===== src/rtl/wbuf_fwd.sv =====
module wbuf_fwd #(
  parameter int AW = 8,
  parameter int DW = 16,
  parameter int DEPTH = 4,
  parameter int LINE_WORDS = 4,
  localparam int OFFW = $clog2(LINE_WORDS),
  localparam int LW = AW - OFFW
) (
  input  logic                     clk,
  input  logic                     rst_n,
  input  logic                     wr_valid,
  output logic                     wr_ready,
  input  logic [AW-1:0]            wr_addr,
  input  logic [DW-1:0]            wr_data,
  input  logic                     rd_valid,
  input  logic [AW-1:0]            rd_addr,
  output logic                     rd_hit,
  output logic [DW-1:0]            rd_data,
  input  logic                     ev_valid,
  output logic                     ev_ready,
  input  logic [LW-1:0]            ev_line,
  input  logic [LINE_WORDS*DW-1:0] ev_data,
  input  logic                     fill_pending,
  output logic                     mem_valid,
  input  logic                     mem_ready,
  output logic [AW-1:0]            mem_addr,
  output logic [DW-1:0]            mem_data,
  output logic                     buf_empty
);
  // DEPTH >= 2, LINE_WORDS a power of two >= 2
  localparam int PW = $clog2(DEPTH);
  localparam int CW = $clog2(DEPTH + 1);

  logic [AW-1:0]   q_addr [DEPTH];
  logic [DW-1:0]   q_data [DEPTH];
  logic [PW-1:0]   head, tail;
  logic [CW-1:0]   cnt;
  logic            vic_valid;
  logic [LW-1:0]   vic_line;
  logic [DW-1:0]   vic_word [LINE_WORDS];
  logic [OFFW-1:0] vic_off;
  logic            sel_vic, sel_vic_q, busy_q;
  logic            push, pop, vbeat, ev_take;
  logic            q_hit, v_hit;
  logic [DW-1:0]   q_word;
  logic [PW-1:0]   idx;

  assign tail      = PW'((int'(head) + int'(cnt)) % DEPTH);
  assign wr_ready  = cnt != CW'(DEPTH);
  assign ev_ready  = !vic_valid;
  assign sel_vic   = busy_q ? sel_vic_q : (vic_valid && !fill_pending);
  assign mem_valid = sel_vic || (cnt != '0);
  assign mem_addr  = sel_vic ? {vic_line, vic_off} : q_addr[head];
  assign mem_data  = sel_vic ? vic_word[vic_off] : q_data[head];
  assign buf_empty = (cnt == '0) && !vic_valid;

  assign push    = wr_valid && wr_ready;
  assign pop     = mem_valid && mem_ready && !sel_vic;
  assign vbeat   = mem_valid && mem_ready && sel_vic;
  assign ev_take = ev_valid && ev_ready;

  always_ff @(posedge clk) begin
    if (push) begin
      q_addr[tail] <= wr_addr;
      q_data[tail] <= wr_data;
    end
    if (ev_take) vic_line <= ev_line;
  end

  for (genvar i = 0; i < LINE_WORDS; i++) begin : g_vic
    always_ff @(posedge clk)
      if (ev_take) vic_word[i] <= ev_data[i*DW +: DW];
  end

  always_ff @(posedge clk or negedge rst_n) begin
    if (!rst_n) begin
      head      <= '0;
      cnt       <= '0;
      busy_q    <= 1'b0;
      sel_vic_q <= 1'b0;
      vic_valid <= 1'b0;
      vic_off   <= '0;
    end else begin
      if (pop) head <= PW'((int'(head) + 1) % DEPTH);
      cnt       <= cnt + CW'(push) - CW'(pop);
      busy_q    <= mem_valid && !mem_ready;
      sel_vic_q <= sel_vic;
      if (vbeat) begin
        vic_off <= vic_off + 1'b1;
        if (vic_off == OFFW'(LINE_WORDS - 1)) vic_valid <= 1'b0;
      end
      if (ev_take) begin
        vic_valid <= 1'b1;
        vic_off   <= '0;
      end
    end
  end

  always_comb begin
    q_hit  = 1'b0;
    q_word = '0;
    idx    = '0;
    for (int k = 0; k < DEPTH; k++) begin
      idx = PW'((int'(head) + k) % DEPTH);
      if (k < int'(cnt) && q_addr[idx] == rd_addr) begin
        q_hit  = 1'b1;
        q_word = q_data[idx];
      end
    end
  end

  assign v_hit   = vic_valid && (rd_addr[AW-1:OFFW] == vic_line);
  assign rd_hit  = rd_valid && (q_hit || v_hit);
  assign rd_data = q_hit ? q_word : vic_word[rd_addr[OFFW-1:0]];
endmodule



===== config.mk =====
export PLATFORM = sky130hd
export DESIGN_NAME = wbuf_fwd
export DESIGN_NICKNAME = d
export VERILOG_FILES = /design/src/rtl/wbuf_fwd.sv
export SDC_FILE = /design/constraint.sdc
export NUM_CORES = 1
export LEC_CHECK = 0
export CELL_PAD_IN_SITES_DETAIL_PLACEMENT = 1
export CELL_PAD_IN_SITES_GLOBAL_PLACEMENT = 1
export CORE_ASPECT_RATIO = 1.1
export CORE_MARGIN = 8
export CORE_UTILIZATION = 30
export CTS_CLUSTER_SIZE = 8
export DETAILED_ROUTE_END_ITERATION = 8
export PLACE_DENSITY = 0.67
export SYNTH_ARGS = -nofsm -noshare
export SYNTH_HDL_FRONTEND = slang
export SYNTH_SLANG_ARGS = --single-unit

===== constraint.sdc =====
create_clock -name clk -period 5.1 [get_ports clk]
set_clock_uncertainty 0.15 [all_clocks]
set_input_delay 0.765 -clock clk [delete_from_list [all_inputs] [get_ports clk]]
set_output_delay 0.765 -clock clk [all_outputs]
set_load 0.02 [all_outputs]

# Word level (Yosys, flattened, before mapping)

Memories as Yosys holds them, arrays and structs flattened.
Cells that the tools add are included.

Bits in registers: 16
RAM bits: 160
Input bits: 109
Logic and storage cells: 74
Output and inout bits: 45
Memories: 3

Memory list:

| memory   | words | width | read ports | clocked after Yosys merged registers in | wr ports | RTL line | text |
|---|---|---|---|---|---|---|---|
| q_data   | 4     | 16    | 4          | 0                                       | 1        | 35       | `logic [DW-1:0] q_data [DEPTH];` |
| vic_word | 4     | 16    | 2          | 0                                       | 4        | 40       | `logic [DW-1:0] vic_word [LINE_WORDS];` |
| q_addr   | 4     | 8     | 4          | 0                                       | 1        | 34       | `logic [AW-1:0] q_addr [DEPTH];` |

$add $sub $neg: 7
Eq/ne operators: 7
Mux-type cells: 21
$lt $le $gt $ge: 4
Reductions and logical operators: 25

Operator list:

| kind                                               | count |
|---|---|
| 2-to-1 mux 16 bit                                  | 6 |
| == test 8 bit                                      | 4 |
| logical AND 1 bit                                  | 14 |
| 2-to-1 mux 1 bit                                   | 12 |
| 2-to-1 mux 8 bit                                   | 1 |
| == test 6 bit                                      | 1 |
| < comparator 1 x 3 -> 1 bit (first input constant) | 2 |
| < comparator 2 x 3 -> 1 bit (first input constant) | 2 |
| adder 2 x 1 -> 2 bit (second input constant)       | 2 |
| adder 2 bit (second input constant)                | 2 |
| logical NOT 1 bit                                  | 4 |
| 2-to-1 mux 2 bit                                   | 2 |
| nonzero test 2 bit                                 | 2 |
| adder 3 x 1 -> 3 bit                               | 1 |
| logical NOT 3 bit                                  | 1 |
| inequality test 3 bit (second input constant)      | 1 |
| nonzero test 3 bit                                 | 1 |
| subtractor 3 x 1 -> 3 bit                          | 1 |
| adder 2 bit                                        | 1 |
| == test 2 bit (second input constant)              | 1 |
| logical OR 1 bit                                   | 2 |
| AND reduction 2 bit                                | 1 |

# Longest topological paths before layout

Gate-level depths: netlist (run 1).
An unclocked memory read counts as a cell.

Word-level depth: 9
Mapped depth: 12
Gate-level depth less buffers: 10

# Worst setup path before layout (run 1)

No wires, ideal clock.

Kind: in2reg
Start: input ev_valid
End: register vic_line[0] (enable)
Arrival: 3.898 ns
Buffers on the path: 0
Data required time: 4.441 ns
Setup time: 0.509 ns
Cell stages on the path: 1
Slack: 0.543 ns
Cell sequence: nor2b_1

Longest elaborated chain between the ends: 1

RTL lines:

| item                 | RTL line | text |
|---|---|---|
| from (decl)          | 19       | `input logic ev_valid,` |
| logical AND 1 bit    | 60       | `assign ev_take = ev_valid && ev_ready;` |
| to (signal assigned) | 67       | `if (ev_take) vic_line <= ev_line;` |
| to (decl)            | 39       | `logic [LW-1:0] vic_line;` |

Every way passes these cells.
A chain may end at the register's enable or synchronous reset.

# Worst setup path in the final report (run 1)

Start: register head[1]
End: output rd_data[7]

Longest elaborated chain between the ends: 8
Elaborated cells on any way between the ends: 22
Classes of those cells: add/sub (3); eq/ne (4); mux (9); reduce/logical (4); memory (2)

RTL lines:

| item                                                                      | RTL line | text |
|---|---|---|
| from (decl)                                                               | 36       | `logic [PW-1:0] head, tail;` |
| from (signal assigned)                                                    | 84       | `if (pop) head <= PW'((int'(head) + 1) % DEPTH);` |
| adder 2 x 1 -> 2 bit / memory (4 x 8 bit) (equally long branches)         | -        |  |
| memory (4 x 8 bit) / == test 8 bit (equally long branches)                | -        |  |
| == test 8 bit / logical AND 1 bit (equally long branches)                 | 105      | `if (k < int'(cnt) && q_addr[idx] == rd_addr) begin` |
| logical AND 1 bit (tied with other cells)                                 | 105      |  |
| 2-to-1 mux 16 bit / 2-to-1 mux 1 bit (equally long branches) (3 in a row) | 105      |  |
| 2-to-1 mux 16 bit *                                                       | 114      | `assign rd_data = q_hit ? q_word : vic_word[rd_addr[OFFW-1:0]];` |
| to (decl)                                                                 | 18       | `output logic [DW-1:0] rd_data,` |

Mark *: on every way between the ends. The rest lies on a longest branch, timed or not.

==> results of run 1 <==
[registers in the layout, summed over array words and instances (netlist names)]
register / cells
busy_q: 1
cnt: 3
head: 2
q_addr: 32
q_data: 64
sel_vic_q: 1
vic_line: 6
vic_off: 2
vic_valid: 1
vic_word: 64
[cell usage after synthesis, types with 2 or more instances]
master / instances
xor2_1: 13
inv_1: 11
xnor2_1: 33
nor2b_1: 2
buf_6: 5
o22ai_1: 10
a211oi_1: 13
nor2_1: 67
mux2i_1: 80
o211ai_1: 5
nand2_1: 42
o21a_1: 2
a22oi_1: 6
a21oi_1: 45
nor3b_1: 2
a221oi_1: 4
a2bb2oi_1: 2
o31ai_1: 2
o2111ai_2: 2
a21o_1: 4
a2111oi_0: 2
a221o_1: 2
buf_4: 3
o21ai_0: 23
ha_1: 6
o221ai_1: 2
dfrtp_1: 10
or4_1: 6
nor3_2: 2
mux2_2: 36
edfxtp_1: 166
nand4b_1: 2
a31oi_1: 6
mux2i_2: 4
nand4_1: 3
or2_1: 2
buf_2: 18
buf_1: 9
clkbuf_1: 29
nand3_1: 20
nor3_1: 44
mux4_2: 33
nor4_1: 10
a211o_1: 4
nand2b_1: 4
[worst register-to-register path, stage by stage, from the launching register on]
cell and delay (ps):
dfrtp_2 520, buf_4 480, ha_1 250, xnor2_1 180
xnor2_1 190, nor3_2 860, buf_12 280
[cells by family (layout without fill, tap and decap cells)]
| family | Yosys count | after routing | synth area share |
|---|---|---|---|
| AOI/OAI and AO/OA | 144 | 144 | 0.09569 |
| xor gates and xnor gates | 46 | 46 | 0.03976 |
| adders and majority gates | 7 | 7 | 0.009384 |
| buffers and inverters | 77 | 252 | 0.03667 |
| DFF | 176 | 176 | 0.5166 |
| muxes | 154 | 154 | 0.1993 |
| and+or+nand+nor | 216 | 216 | 0.1026 |
[cell type report]
cell class	count	area (um^2)
fillers	3537	20300
clock inverters	13	106.4
inverters	12	47.55
repair buffers	209	1998
flip-flops and latches	176	5240
clock buffers	18	429.2
multi-input cells	567	4623
well taps	432	540.5
[power by group]
part / switching [mW] / total [mW] / internal, mW
logic: 2.39 / 4.06 / 1.67
clock network: 0.604 / 1.24 / 0.633
registers: 0.233 / 2.28 / 2.04
[worst paths after layout]
kind	endpoint	slack (ps)	from	cells after the start
min in group clk	cnt[0]	520	cnt[0]	1
max in group asynchronous	head[1]	3910	rst_n	1
hold reg to reg	cnt[0]	520	cnt[0]	1
setup reg to reg	q_data[0][7]	1880	head[0]	6
hold / removal	cnt[2]	510	rst_n	1
setup / recovery	rd_data[7]	140	head[1]	11
[metal layers]
layer  track usage  part of all wire  vias up
met1        0.2003              0.44     3757
met3       0.03131             0.044       40
met5             0                 0        -
met4       0.05551             0.023        0
li1              -                 -     3484
met2        0.2669              0.49      185
[timing repair]
action / CTS / global route
resized for setup: 9 / 10
endpoints found under the setup margin: 15 / 10
setup buffers: 4 / 0
gates cloned: 0 / 0
hold buffers: 0 / 0
[per-stage QoR]
step / hold slack [ps] / utilization
after floorplan: 319.4 / -
after global placement: 503.2 / 0.3716
after detailed placement: 498.8 / 0.3716
after CTS: 500.8 / 0.3890
after global routing: 546.3 / 0.3902
final: 507.8 / 0.3902
==> run summary, run 1 <==
max-cap viol count = 0
Die Y = 208.8 um
Setup WS pre-CTS = -28.83 ps
Avg Cell Area, Syn = 12.36 um^2
# H-tree levels = 4
top cells by area, synth = edfxtp_1 49%, mux2i_1 7.9%, mux4_2 7.3%, mux2_2 4.0%, xnor2_1 2.9%
wire length per cell = 22.26 um
# port buffers = 153
relative slew slack = 0.2592
dpl hpwl = 23470 um
synthesis-to-finish area growth = 28.14%
initial antenna violation count = 0
max-slew violation count = 0
status = complete, no violations
Final period util = 0.9729
critical path's top delay family = compound AO/OA/AOI/OAI gates
post-placement cell area = 12370 um^2
critical path data required time = 4180 ps
placed cells = 1392
via density per instance = 5.232
Die ar. = 39920 um^2
RSZ-0062 raised after global routing = no
CP Max Fanout = 7
cell area power density = 583.1 nW/um^2
GP Congestion = 0.8245
final hold violations = 0
overall global routing resource usage = 0.1589
clk buf depth = 2
largest net degree at the start of global routing = 73
CP Cell Sequence = buf_4 > mux2_2 > mux2i_1 > xor2_1 > nand3_1 > a2111oi_4 > nor3_1 > a221o_1 > a211oi_1 > buf_4 > clkdlybuf4s50_1
CTS tree = done
CTS Buf Count = 17
Worst path max stage delay = 600 ps
Root Buffer = clkbuf_16
Worst setup EP type = output pin
Buf/Inv on CP = 3
vias = 7466
Synth Instances = 820
Post-synth EDFFs = 166
startpoint types = flip-flop
Max Fclk = 201.5 MHz
fraction of layout cells with a size suffix above 1 = 0.1899
commonest non-fill, non-tap cell in the layout = edfxtp_1
DRT Pass-1 Iters = 5
critical path class = reg2out
Slew @ Worst Pin = 1105 ps
area fraction of the dominant cell type after synthesis = 0.4919
Yosys reg bits = 176
Iteration-0 DRC Markers = 382
fraction of synthesis flops using an asynchronous set or reset pin = 0.05682
final wirelength = 31770 um
Most common cell on crit path = buf_4
worst hold path type = in2async
largest area contributor in the netlist = edfxtp_1
DRC viols = 0
Site Rows = 70
total chip power = 7.571 mW
worst-skew pair later-pin latency = 440 ps
global-route wire length before repair = 49110 um
arrival time at the worst endpoint = 4050 ps
Final ANT Viol Nets = 0
Setup-failing EPs final = 0
Core ar. = 33280 um^2
Die Width = 191.2 um
most frequent cells in the layout = 166 x edfxtp_1, 145 x clkdlybuf4s50_1, 80 x mux2i_1, 64 x nor2_1, 52 x buf_4
GRT overflow = 0
Synth Net Count = 936
Setup WS post-layout = 138.2 ps
Leak = 4.503 nW
Ant. Diodes = 0
nets@finish = 1099
Initial Util = 0.3045
crit path time final = 4962 ps
cell area after synthesis = 10130 um^2
Yosys warnings = 0
io pins = 154
Top FF cell, synth = edfxtp_1
vias in the first global route = 8252
Clock Pin Slew Worst Setup and Hold Paths = 70 ps
peak supply drop = 292.7 uV
Seq/Total Area, Yosys = 0.5166
# clock sinks = 176
Final Non-Filler Cells = 1427
sum of negative setup slack = 0 ps
Synth cell types = 69
critical path's slowest cell = clkdlybuf4s50_1
Design Area, Final = 12990 um^2
Note: power is estimated with default switching activity, not from simulation.
==> run 2: changes to the inputs <==
- CORE_UTILIZATION: 30 -> 25
- PLACE_DENSITY: 0.67 -> 0.59
==> run 2 against run 1 <==
- combinational power hardly changed
- register-to-register slack gained 320 ps
- core utilization down 6.3 points
- first-iteration DRC count decreased by 21%
- setup slack better by 61 ps
- clock power rose by 4%
- final cell count grew 5.5%
- total power is 0.96% higher
- flip-flop and latch count did not move
- wire length up 4.3%
- hold slack worse by 24 ps
- via count is 1.2% lower
- largest power group unchanged
==> run summary, run 2 (synthesis results as in run 1) <==
status = complete, no violations (unchanged)
Die ar. = 47240 um^2 (was 39920 um^2)
Setup WS post-layout = 199.4 ps (was 138.2 ps)
arrival time at the worst endpoint = 3990 ps (was 4050 ps)
Final ANT Viol Nets = 0 (unchanged)
Root Buffer = clkbuf_16 (unchanged)
Slew @ Worst Pin = 1140 ps (was 1105 ps)
Setup WS pre-CTS = -34.25 ps (was -28.83 ps)
nets@finish = 1097 (was 1099)
vias = 7375 (was 7466)
Hold Worst Slack = 483.5 ps (was 507.8 ps)
fraction of layout cells with a size suffix above 1 = 0.1934 (was 0.1899)
most frequent cells in the layout = 166 x edfxtp_1, 143 x clkdlybuf4s50_1, 79 x mux2i_1, 64 x nor2_1, 51 x buf_4 (was 166 x edfxtp_1, 145 x clkdlybuf4s50_1, 80 x mux2i_1, 64 x nor2_1, 52 x buf_4)
final wirelength = 33150 um (was 31770 um)
Buf/Inv on CP = 3 (unchanged)
final hold violations = 0 (unchanged)
met2 WL post-DR = 16320 um (was 15690 um)
CTS tree = done (unchanged)
hold buffer count at cts = 0 (unchanged)
DR WL met3 = 1360 um (was 1403 um)
critical path data required time = 4180 ps (about the same)
Max Fclk = 204.1 MHz (was 201.5 MHz)
Iteration-0 DRC Markers = 303 (was 382)
io pins = 154 (unchanged)
Worst path max stage delay = 670 ps (was 600 ps)
max-slew violation count = 0 (unchanged)
critical path's top delay family = buffers and inverters (was compound AO/OA/AOI/OAI gates)
top routing layer in use = met4 (unchanged)
Worst setup EP type = output pin (unchanged)
Final Util = 0.3275 (was 0.3902)
CP Cell Sequence = clkdlybuf4s50_1 > xnor2_1 > nor3_2 > o2111ai_2 > or2_1 > buf_4 > mux2i_1 > mux2i_1 > nor3_1 > clkdlybuf4s50_1 (was buf_4 > mux2_2 > mux2i_1 > xor2_1 > nand3_1 > a2111oi_4 > nor3_1 > a221o_1 > a211oi_1 > buf_4 > clkdlybuf4s50_1)
critical path class = in2out (was reg2out)
dpl hpwl = 24460 um (was 23470 um)
CTS Buf Count = 17 (unchanged)
# port buffers = 153 (unchanged)
peak supply drop = 253.4 uV (was 292.7 uV)
# clock sinks = 176 (unchanged)
global-route wire length before repair = 50150 um (was 49110 um)
cell area power density = 582.3 nW/um^2 (was 583.1 nW/um^2)
Leak = 4.563 nW (was 4.503 nW)
total chip power = 7.644 mW (was 7.571 mW)
critical path's slowest cell = clkdlybuf4s50_1 (unchanged)
Initial Util = 0.2528 (was 0.3045)
GP Congestion = 0.7846 (was 0.8245)
max-cap viol count = 0 (unchanged)
Ant. Diodes = 0 (unchanged)
crit path time final = 4901 ps (was 4962 ps)
worst hold path type = in2async (unchanged)
DRT Pass-1 Iters = 4 (was 5)
Regs by FF count = q_data x64, vic_word x64, q_addr x32 (unchanged)
vias in the first global route = 8109 (was 8252)
Site Rows = 77 (was 70)
clk buf depth = 2 (unchanged)
DRC viols = 0 (unchanged)
GRT overflow = 0 (unchanged)
Clock Pin Slew Worst Setup and Hold Paths = 70 ps (about the same)
synthesis-to-finish area growth = 29.55% (was 28.14%)
worst-skew pair later-pin latency = 460 ps (was 440 ps)
relative slew slack = 0.2381 (was 0.2592)
Setup-failing EPs final = 0 (unchanged)
via density per instance = 4.897 (was 5.232)
sum of negative setup slack = 0 ps (unchanged)
Die Width = 208.0 um (was 191.2 um)
WL met1 = 14900 um (was 13940 um)
startpoint types = primary input (was flip-flop)
commonest non-fill, non-tap cell in the layout = edfxtp_1 (unchanged)
wire length per cell = 22.01 um (was 22.26 um)
# H-tree levels = 4 (unchanged)
Core ar. = 40080 um^2 (was 33280 um^2)
Final period util = 0.9609 (was 0.9729)
overall global routing resource usage = 0.1401 (was 0.1589)
largest net degree at the start of global routing = 67 (was 73)
CP Max Fanout = 26 (was 7)
Die Y = 227.2 um (was 208.8 um)
initial antenna violation count = 0 (unchanged)
[run 2: metrics by stage]
step | cells | area (um^2)
final | 1506 | 13130
after global routing | 1506 | 13130
after CTS | 1505 | 13060
after detailed placement | 1472 | 12460
after global placement | 1472 | 12460
after floorplan | 820 | 10130
[run 2: worst reg2reg max path, stage by stage, from the launching register on]
cell     delay [ps]
dfrtp_4         530
buf_8           210
buf_4           450
xnor2_1         240
nor2_4          910
[run 2: power breakdown]
part           total [mW]  leakage (nW)  internal [mW]  switching, mW
clock                1.29         0.274          0.677          0.613
combinational        4.08          2.67           1.68           2.40
sequential           2.27          1.62           2.04          0.228
[run 2: what timing repair did]
item / in CTS / in global routing
setup buffers: 2 / 1
gates resized for setup: 4 / 15
setup endpoints to repair: 13 / 12
[run 2: layout make-up]
type | count | area, um^2
fillers | 4388 | 26950
well taps | 513 | 641.9
clock inverters | 14 | 128.9
clock buffers | 17 | 425.4
multi-input cells | 567 | 4634
flip-flops and latches | 176 | 5243
repair buffers | 207 | 2009
inverters | 12 | 45.04
[run 2: final timing paths]
kind | startpoint | endpoint | slack, ps | cells past startpoint
max | rd_addr[2] | rd_data[12] | 200 | 10
min | rst_n | head[1] | 480 | 1
max in group asynchronous | rst_n | head[1] | 3950 | 1
min in group clk | cnt[0] | cnt[0] | 510 | 1
max reg2reg | head[1] | q_data[1][9] | 2200 | 4
min reg2reg | cnt[0] | cnt[0] | 510 | 1
[run 2: per-layer routing]
metal	GRT usage	vias to the layer above
met4	0.04581	0
met3	0.03387	31
li1	-	3484
met5	0	-
met1	0.1752	3703
met2	0.2367	157
==> run 3: changes to the inputs <==
- CORE_MARGIN: 8 -> 1.5
==> run 3 against run 2 <==
- total power grew 0.93%
- clock power about the same
- fmax about the same
- hold slack better by 11 ps
- final cell count up 0.66%
- non-clock buffer count is 9 higher
- highest routed layer unchanged
- largest cell class unchanged
- design area is 0.92% higher
- sequential share of layout area is 0.38 points lower
- combinational power is 1% higher
==> run summary, run 3 (synthesis results as in run 1) <==
status = complete, no violations (unchanged)
nets@finish = 1106 (was 1097)
clk buf depth = 2 (unchanged)
top routing layer in use = met4 (unchanged)
Worst path max stage delay = 650 ps (was 670 ps)
CTS tree = done (unchanged)
via density per instance = 4.898 (was 4.897)
Final period util = 0.9615 (was 0.9609)
arrival time at the worst endpoint = 3990 ps (about the same)
# port buffers = 153 (unchanged)
CTS Buf Count = 17 (unchanged)
Hold Worst Slack = 494.2 ps (was 483.5 ps)
Leak = 4.610 nW (was 4.563 nW)
critical path's slowest cell = clkdlybuf4s50_1 (unchanged)
max-cap viol count = 0 (unchanged)
GP Congestion = 0.7750 (was 0.7846)
global-route wire length before repair = 48940 um (was 50150 um)
cell area power density = 582.3 nW/um^2 (about the same)
critical path class = reg2out (was in2out)
Max Fclk = 203.9 MHz (was 204.1 MHz)
placed cells = 1477 (was 1472)
Final Util = 0.3306 (was 0.3275)
GRT overflow = 0 (unchanged)
crit path time final = 4903 ps (was 4901 ps)
CP Cell Sequence = buf_12 > buf_4 > mux2i_1 > xnor2_1 > nor3_1 > o22ai_2 > or2_0 > buf_4 > nor3_1 > a221o_1 > a211oi_2 > clkdlybuf4s50_1 (was clkdlybuf4s50_1 > xnor2_1 > nor3_2 > o2111ai_2 > or2_1 > buf_4 > mux2i_1 > mux2i_1 > nor3_1 > clkdlybuf4s50_1)
total chip power = 7.715 mW (was 7.644 mW)
largest net degree at the start of global routing = 74 (was 67)
final wirelength = 31790 um (was 33150 um)
Core ar. = 40080 um^2 (unchanged)
Final Non-Filler Cells = 1516 (was 1506)
wire length per cell = 20.97 um (was 22.01 um)
Setup-failing EPs final = 0 (unchanged)
Final ANT Viol Nets = 0 (unchanged)
Root Buffer = clkbuf_16 (unchanged)
synthesis-to-finish area growth = 30.74% (was 29.55%)
worst hold path type = in2async (unchanged)
Worst setup EP type = output pin (unchanged)
Iteration-0 DRC Markers = 312 (was 303)
Site Rows = 77 (unchanged)
Regs by FF count = q_data x64, vic_word x64, q_addr x32 (unchanged)
Clock Pin Slew Worst Setup and Hold Paths = 70 ps (about the same)
startpoint types = flip-flop (was primary input)
# H-tree levels = 4 (unchanged)
Die Width = 195.0 um (was 208.0 um)
max-slew violation count = 0 (unchanged)
WL met1 = 14910 um (was 14900 um)
peak supply drop = 269.6 uV (was 253.4 uV)
overall global routing resource usage = 0.1543 (was 0.1401)
worst-skew pair later-pin latency = 440 ps (was 460 ps)
Die Y = 214.2 um (was 227.2 um)
Slew @ Worst Pin = 1170 ps (was 1140 ps)
most frequent cells in the layout = 166 x edfxtp_1, 144 x clkdlybuf4s50_1, 77 x mux2i_1, 64 x nor2_1, 59 x buf_4 (was 166 x edfxtp_1, 143 x clkdlybuf4s50_1, 79 x mux2i_1, 64 x nor2_1, 51 x buf_4)
initial antenna violation count = 1 (was 0)
critical path data required time = 4180 ps (about the same)
# clock sinks = 176 (unchanged)
DR WL met3 = 1065 um (was 1360 um)
DRT Pass-1 Iters = 4 (unchanged)
commonest non-fill, non-tap cell in the layout = edfxtp_1 (unchanged)
relative slew slack = 0.2200 (was 0.2381)
vias in the first global route = 8069 (was 8109)
Die ar. = 41750 um^2 (was 47240 um^2)
final hold violations = 0 (unchanged)
RSZ-0062 raised after global routing = yes
vias = 7425 (was 7375)
fraction of layout cells with a size suffix above 1 = 0.2086 (was 0.1934)
Initial Util = 0.2528 (unchanged)
DRC viols = 0 (unchanged)
dpl hpwl = 23540 um (was 24460 um)
CP Max Fanout = 15 (was 26)
met2 WL post-DR = 15080 um (was 16320 um)
io pins = 154 (unchanged)
[run 3: cell types whose count changed in the layout (fill, tap and decap cells not counted), moves of 3 or more]
cell and delta:
a211oi_1 -3, a211oi_2 +3, buf_4 +8, inv_8 +4
[run 3: through the flow]
stage	instance area (um^2)	setup TNS (ps)	worst slack [ps]
finish	13250	0	196.5
global route	13250	-7.605	-6.582
CTS	13170	0	4.166
detailed placement	12470	-263.9	-131.9
global placement	12470	-233.9	-145.0
floorplan	10130	0	542.9
[run 3: area by class of cell]
class	count	area, um^2
diodes	1	2.502
clock buffers	17	425.4
clock inverters	14	135.1
fillers	4393	26830
inverters	12	46.29
multi-input cells	567	4683
flip-flops and latches	176	5241
well taps	513	641.9
repair buffers	216	2073
[run 3: report_power, final]
part	switching, mW	total (mW)	internal [mW]
sequential	0.259	2.30	2.04
clock	0.635	1.29	0.650
combinational	2.40	4.13	1.73
[run 3: final timing paths]
kind                          from      endpoint  slack [ps]  depth (start not counted)
min                          rst_n     sel_vic_q         490                          1
max reg2reg                head[0]  q_data[2][7]        1760                          6
max in group asynchronous    rst_n       head[1]        3940                          1
max                        head[1]    rd_data[4]         200                         12
min in group clk            cnt[0]        cnt[0]         500                          1
min reg2reg                 cnt[0]        cnt[0]         500                          1
[run 3: layer usage]
layer | vias up | global-route usage
met2 | 151 | 0.2582
met1 | 3732 | 0.2027
met3 | 41 | 0.02800
li1 | 3501 | -
met5 | - | 0
met4 | 0 | 0.04574
[run 3: worst max-delay path, delay by kind of cell (launching register included)]
family | cells | cell delay (ps)
buffers and inverters | 4 | 1220
AOI/OAI and AO/OA | 3 | 900
DFF | 1 | 550
and+or+nand+nor | 3 | 430
xor gates and xnor gates | 1 | 320
muxes | 1 | 130
[run 3: what timing repair did]
item / in CTS / in global routing
pin swaps: 1 / 2
buffers inserted: 6 / 1
gates resized for setup: 15 / 20
endpoints found under the setup margin: 16 / 15
cloned: 0 / 0
hold buffers: 0 / 0
